===== src/rtl/tlc_pkg.sv =====
package tlc_pkg;

  typedef enum logic [1:0] {
    PH_HG = 2'd0,
    PH_HY = 2'd1,
    PH_FG = 2'd2,
    PH_FY = 2'd3
  } phase_e;

  localparam logic [1:0] LAMP_GREEN  = 2'b00;
  localparam logic [1:0] LAMP_YELLOW = 2'b01;
  localparam logic [1:0] LAMP_RED    = 2'b10;

  // Transition rule for one cycle.
  function automatic phase_e next_phase(phase_e cur, logic car, logic short_ok, logic long_ok);
    phase_e nxt;
    nxt = cur;
    case (cur)
      PH_HG: if (car && long_ok)   nxt = PH_HY;
      PH_HY: if (short_ok)         nxt = PH_FG;
      PH_FG: if (long_ok || !car)  nxt = PH_FY;
      PH_FY: if (short_ok)         nxt = PH_HG;
      default:                     nxt = PH_HG;
    endcase
    return nxt;
  endfunction

  function automatic logic [1:0] hwy_lamp_of(phase_e p);
    case (p)
      PH_HG:   return LAMP_GREEN;
      PH_HY:   return LAMP_YELLOW;
      default: return LAMP_RED;
    endcase
  endfunction

  function automatic logic [1:0] farm_lamp_of(phase_e p);
    case (p)
      PH_FG:   return LAMP_GREEN;
      PH_FY:   return LAMP_YELLOW;
      default: return LAMP_RED;
    endcase
  endfunction

  // Dense code: adjacent phases differ in one bit.
  function automatic logic [1:0] dense_encode(phase_e p);
    case (p)
      PH_HG:   return 2'b00;
      PH_HY:   return 2'b01;
      PH_FG:   return 2'b11;
      default: return 2'b10;
    endcase
  endfunction

  function automatic phase_e dense_decode(logic [1:0] c);
    case (c)
      2'b00:   return PH_HG;
      2'b01:   return PH_HY;
      2'b11:   return PH_FG;
      default: return PH_FY;
    endcase
  endfunction

  function automatic logic [3:0] onehot_encode(phase_e p);
    return 4'b0001 << p;
  endfunction

  // Any code that is not a legal one-hot value falls back to highway green.
  function automatic phase_e onehot_decode(logic [3:0] c);
    case (c)
      4'b0001: return PH_HG;
      4'b0010: return PH_HY;
      4'b0100: return PH_FG;
      4'b1000: return PH_FY;
      default: return PH_HG;
    endcase
  endfunction

endpackage


===== src/rtl/tlc_interval_timer.sv =====
module tlc_interval_timer #(
  parameter int SHORT_CNT = 3,
  parameter int LONG_CNT  = 8
) (
  input  logic clk,
  input  logic rst_n,
  input  logic restart,
  output logic short_done,
  output logic long_done
);
  localparam int CW = $clog2(LONG_CNT + 1);
  localparam logic [CW-1:0] SHORT_L = CW'(SHORT_CNT);
  localparam logic [CW-1:0] LONG_L  = CW'(LONG_CNT);

  logic [CW-1:0] cnt_q;
  logic          cnt_at_cap;

  assign cnt_at_cap = (cnt_q == LONG_L);
  assign short_done = (cnt_q >= SHORT_L);
  assign long_done  = (cnt_q >= LONG_L);

  always_ff @(posedge clk or negedge rst_n) begin
    if (!rst_n)          cnt_q <= '0;
    else if (restart)    cnt_q <= '0;
    else if (!cnt_at_cap) cnt_q <= cnt_q + 1'b1;
  end

  // A restart clears both flags at the next edge.
  p_clear_r8: assert property (@(posedge clk) disable iff (!rst_n)
    restart |=> (!short_done && !long_done));
  // Flags hold as levels until the next restart.
  p_hold_short_r8: assert property (@(posedge clk) disable iff (!rst_n)
    (short_done && !restart) |=> short_done);
  p_hold_long_r8: assert property (@(posedge clk) disable iff (!rst_n)
    (long_done && !restart) |=> long_done);
  p_order_r8: assert property (@(posedge clk) disable iff (!rst_n)
    long_done |-> short_done);
endmodule


===== src/rtl/tlc_phase_ctrl.sv =====
module tlc_phase_ctrl
  import tlc_pkg::*;
#(
  parameter bit ONE_HOT = 1'b0
) (
  input  logic   clk,
  input  logic   rst_n,
  input  logic   car,
  input  logic   short_done,
  input  logic   long_done,
  output phase_e phase,
  output logic   restart
);
  phase_e phase_nxt;

  generate
    if (ONE_HOT) begin : g_onehot
      logic [3:0] st_q;
      always_ff @(posedge clk or negedge rst_n) begin
        if (!rst_n) st_q <= onehot_encode(PH_HG);
        else        st_q <= onehot_encode(phase_nxt);
      end
      assign phase = onehot_decode(st_q);
      p_onehot_r10: assert property (@(posedge clk) disable iff (!rst_n)
        $countones(st_q) == 1);
    end else begin : g_dense
      logic [1:0] st_q;
      always_ff @(posedge clk or negedge rst_n) begin
        if (!rst_n) st_q <= dense_encode(PH_HG);
        else        st_q <= dense_encode(phase_nxt);
      end
      assign phase = dense_decode(st_q);
    end
  endgenerate

  assign phase_nxt = next_phase(phase, car, short_done, long_done);
  assign restart   = (phase_nxt != phase);

  p_hg_stay_r3: assert property (@(posedge clk) disable iff (!rst_n)
    (phase == PH_HG && !(car && long_done)) |=> phase == PH_HG);
  p_hg_go_r3: assert property (@(posedge clk) disable iff (!rst_n)
    (phase == PH_HG && car && long_done) |=> phase == PH_HY);
  p_hy_r4: assert property (@(posedge clk) disable iff (!rst_n)
    (phase == PH_HY && short_done) |=> phase == PH_FG);
  p_fg_r5: assert property (@(posedge clk) disable iff (!rst_n)
    (phase == PH_FG && (long_done || !car)) |=> phase == PH_FY);
  p_fy_r6: assert property (@(posedge clk) disable iff (!rst_n)
    (phase == PH_FY && short_done) |=> phase == PH_HG);
  p_restart_moves_r7: assert property (@(posedge clk) disable iff (!rst_n)
    restart |=> phase != $past(phase));
  p_quiet_holds_r7: assert property (@(posedge clk) disable iff (!rst_n)
    !restart |=> $stable(phase));
endmodule


===== src/rtl/tlc_lamp_drive.sv =====
module tlc_lamp_drive
  import tlc_pkg::*;
(
  input  phase_e     phase,
  output logic [1:0] hwy_lamp,
  output logic [1:0] farm_lamp
);
  assign hwy_lamp  = hwy_lamp_of(phase);
  assign farm_lamp = farm_lamp_of(phase);
endmodule


===== src/rtl/tlc_junction_ctrl.sv =====
module tlc_junction_ctrl
  import tlc_pkg::*;
#(
  parameter int SHORT_CNT = 3,
  parameter int LONG_CNT  = 8,
  parameter bit ONE_HOT   = 1'b0
) (
  input  logic       clk,
  input  logic       rst_n,
  input  logic       farm_car,
  output logic [1:0] hwy_lamp,
  output logic [1:0] farm_lamp,
  output logic       timer_restart
);
  logic   short_done;
  logic   long_done;
  phase_e phase;

  tlc_interval_timer #(.SHORT_CNT(SHORT_CNT), .LONG_CNT(LONG_CNT)) u_timer (
    .clk(clk), .rst_n(rst_n), .restart(timer_restart),
    .short_done(short_done), .long_done(long_done)
  );

  tlc_phase_ctrl #(.ONE_HOT(ONE_HOT)) u_ctrl (
    .clk(clk), .rst_n(rst_n), .car(farm_car),
    .short_done(short_done), .long_done(long_done),
    .phase(phase), .restart(timer_restart)
  );

  tlc_lamp_drive u_lamps (
    .phase(phase), .hwy_lamp(hwy_lamp), .farm_lamp(farm_lamp)
  );

  p_one_way_r2: assert property (@(posedge clk) disable iff (!rst_n)
    (hwy_lamp == LAMP_RED) || (farm_lamp == LAMP_RED));
  p_codes_r2: assert property (@(posedge clk) disable iff (!rst_n)
    (hwy_lamp != 2'b11) && (farm_lamp != 2'b11));
endmodule


===== config.mk =====
export PLATFORM = sky130hd
export DESIGN_NAME = tlc_junction_ctrl
export DESIGN_NICKNAME = d
export VERILOG_FILES = /design/src/rtl/tlc_pkg.sv /design/src/rtl/tlc_interval_timer.sv /design/src/rtl/tlc_phase_ctrl.sv /design/src/rtl/tlc_lamp_drive.sv /design/src/rtl/tlc_junction_ctrl.sv
export SDC_FILE = /design/constraint.sdc
export NUM_CORES = 1
export LEC_CHECK = 0
export CORE_AREA = 2 2 39 41
export CTS_CLUSTER_DIAMETER = 200
export CTS_CLUSTER_SIZE = 8
export DETAILED_ROUTE_END_ITERATION = 6
export DIE_AREA = 0 0 41 43
export DONT_BUFFER_PORTS = 1
export PLACE_DENSITY = 0.59
export SYNTH_ARGS = -nofsm -noshare
export SYNTH_HDL_FRONTEND = slang
export SYNTH_SLANG_ARGS = --single-unit
export TNS_END_PERCENT = 20

===== constraint.sdc =====
create_clock -name clk -period 2.7 [get_ports clk]
set_input_delay 0.54 -clock clk [delete_from_list [all_inputs] [get_ports clk]]
set_output_delay 0.54 -clock clk [all_outputs]
set_load 0.02 [all_outputs]

==> impl_metrics.csv <==
group,metric,value,unit
die,core_area,1380,um^2
global_routing,use_met3,3.14,%
final_layout,final_common_cell,"ha_1",
clocking,cts-root-buf,"clkbuf_4",
sta,slew_headroom,74.7,%
final_layout,drive_gt1_share,12.1,%
critical_path,worstSetupStartpointType,"flip-flop",
critical_path,arrival,2.04,ns
global_routing,grt_usage,14.1,%
global_routing,antenna_found_initial,0,
outcome,run_status,"finished, final reports clean",
routing,detail-route-antenna-nets,0,
global_routing,grt_first_pass_wirelength,1.64,mm
clocking,clock_path_buffers,2,
critical_path,path_buf_inv,1,
critical_path,crit_slowest_cell,"dfrtp_1",
clocking,clock_latency,0.24,ns
global_routing,grt_pass1_vias,429,
final_layout,nets,80,
place,hpwl,786,um
synth,synth.net_count,74,
synth,ys_types,24,
final_layout,layout_common_cells,"ha_1 (9), nor2_1 (7), inv_1 (6), dfrtp_1 (6)",
synth,yosys_warnings,0,
min_path,min_path_type,"in -> async",
place,io_buffers,0,
global_routing,use_met1,17.4,%
sta,finalCritPeriodShare,95.5,%
critical_path,path_class,"reg -> out",
die,die_y,43,um
synth,yosysSeqAreaShare,28.0,%
routing,viasPerCell,5.23,
die,start_util,38.8,%
synth,synth_area,537,um^2
synth,synth.avg_cell_area,8.66,um^2
die,die_area,1760,um^2
sta,drv_slew,0,
routing,drcViolationCount,0,
sta,setup_tns,0,ns
die,ioPinCount,8,
global_routing,grtUsageMet2,21.3,%
global_routing,grt-ovfl-total,0,
routing,dr.pass1.iters,2,
global_routing,grt_max_degree,8,
critical_path,worstPathCellList,"inv_1 -> ha_1 -> nor2_1 -> nand3b_1 -> o211ai_1 -> or2_4",
critical_path,crit_family,"simple AND/OR/NAND/NOR gates",
clocking,cts_tree,"built",
sta,fin_skew,0.00800,ns
die,row_count,14,
flow_run,cap_viol_max_count,0,
clocking,cts_inserted_buffers,3,
sta,tightest_slew,0.379,ns
sta,fmax,388,MHz
critical_path,path_max_fanout,7,
sta,period_needed,2.58,ns
place,gp_congestion,0.649,
routing,routed_wl,1.03,mm
sta,rsz0062_at_grt,"false",
global_routing,grt_busiest_layer,"met2",
sta,hold_violations,0,
synth,ys_ff_latch,6,
clocking,htreeDepth,1,
final_layout,diodes,0,
critical_path,cp.required,2.16,ns
routing,first_iter_violations,3,
sta,finalSetupViolations,0,
routing,num_vias,429,
synth,syn_inst,62,
die,die_w,41,um
clocking,cts_sinks,6,
critical_path,critPathMaxStageDelay,0.41,ns
routing,wl_per_cell,12.5,um
final_layout,area_growth,12.8,%
clocking,clk_pin_slew,0.05,ns
critical_path,crit_path_end_kind,"output pin",
## through the flow
stage / cells / instance area (um^2) / setup WS (ns) / hold slack [ns] / utilization (%)
2_1_floorplan: 62 / 537 / 0.362 / 0.244 / -
3_3_place_gp: 77 / 552 / 0.322 / 0.245 / 39.9
3_5_place_dp: 77 / 552 / 0.283 / 0.245 / 39.9
4_1_cts: 81 / 584 / 0.0231 / 0.604 / 42.2
5_1_grt: 82 / 606 / 0.0245 / 0.611 / 43.8
6_report: 82 / 606 / 0.121 / 0.601 / 43.8
## metal layers
| metal | vias to the layer above | share of wire [%] |
|---|---|---|
| li1 | 221 | - |
| met1 | 203 | 45 |
| met2 | 5 | 52 |
| met3 | 0 | 3.5 |
| met4 | 0 | 0 |
| met5 | - | 0 |
## repair_timing
item / CTS / global route
gates resized for setup: 0 / 2
setup buffers: 0 / 1
hold buffers: 1 / 0
setup endpoints to repair: 0 / 1
hold endpoints to repair: 6 / 0
## flip-flops by register name, summed over array words and instances, names as in the netlist
signal               count
u_timer.cnt_q            4
u_ctrl.g_dense.st_q      2
## layout make-up
type,instances,area (um^2)
multi-input combinational,49,373
timing repair buffer,2,17.5
tap,16,20.0
inverter,6,22.5
fill,144,778
sequential,6,150
clock buffer,3,22.5
## synthesized netlist by cell type
| cell | number | share of area [%] |
|---|---|---|
| xor2_1 | 1 | 1.6 |
| a21oi_1 | 4 | 3.7 |
| o211ai_1 | 2 | 2.8 |
| o22ai_1 | 1 | 1.2 |
| or2_2 | 1 | 1.2 |
| xnor2_1 | 2 | 3.3 |
| mux2i_2 | 1 | 2.6 |
| nand2b_1 | 1 | 1.2 |
| o21ai_0 | 1 | 0.93 |
| dfrtp_1 | 6 | 28 |
| inv_1 | 6 | 4.2 |
| o22a_1 | 1 | 1.6 |
| buf_2 | 1 | 0.93 |
| ha_1 | 9 | 21 |
| nand2_1 | 3 | 2.1 |
| nor2_1 | 7 | 4.9 |
| o32ai_2 | 1 | 3.0 |
| nand3_1 | 2 | 1.9 |
| nand3b_1 | 2 | 2.8 |
| nor2b_1 | 3 | 3.5 |
| nor3_1 | 4 | 3.7 |
| a211o_1 | 1 | 1.6 |
| or2_1 | 1 | 1.2 |
| or3_1 | 1 | 1.2 |
## final timing paths
check                                                  from                          endpoint  slack, ns  depth (start not counted)
hold / removal                                        rst_n  u_ctrl.g_dense.st_q[0]$_DFF_PN0_       0.60                          1
min in group clk               u_timer.cnt_q[2]$_DFFE_PN0P_      u_timer.cnt_q[2]$_DFFE_PN0P_       0.61                          3
hold reg to reg                u_timer.cnt_q[2]$_DFFE_PN0P_      u_timer.cnt_q[2]$_DFFE_PN0P_       0.61                          3
setup / recovery           u_ctrl.g_dense.st_q[1]$_DFF_PN0_                     timer_restart       0.12                          6
setup reg to reg           u_ctrl.g_dense.st_q[0]$_DFF_PN0_  u_ctrl.g_dense.st_q[1]$_DFF_PN0_       0.61                          8
max in group asynchronous                             rst_n      u_timer.cnt_q[0]$_DFFE_PN0P_       1.88                          1
## worst register-to-register path: stages (launching register included)
cell and delay [ns]:
dfrtp_1 0.38, inv_1 0.12, ha_1 0.34, nor2_1 0.28
inv_1 0.19, nand2_1 0.09, a21oi_1 0.10, ha_1 0.20
or2_2 0.28
## kinds of logic (layout without fill, tap and decap cells)
family	Yosys count	count (layout)	share of synthesized area, %
muxes	1	1	2.56
xor gates and xnor gates	3	3	4.90
adders and majority gates	9	9	21.0
buffers and inverters	7	11	5.13
DFF	6	6	28.0
and+or+nand+nor	25	25	23.5
AOI/OAI and AO/OA	11	11	14.9
Power is left out: the tool's default activity adds up to more than one toggle a clock period on the data nets, which glitch-free logic cannot reach.
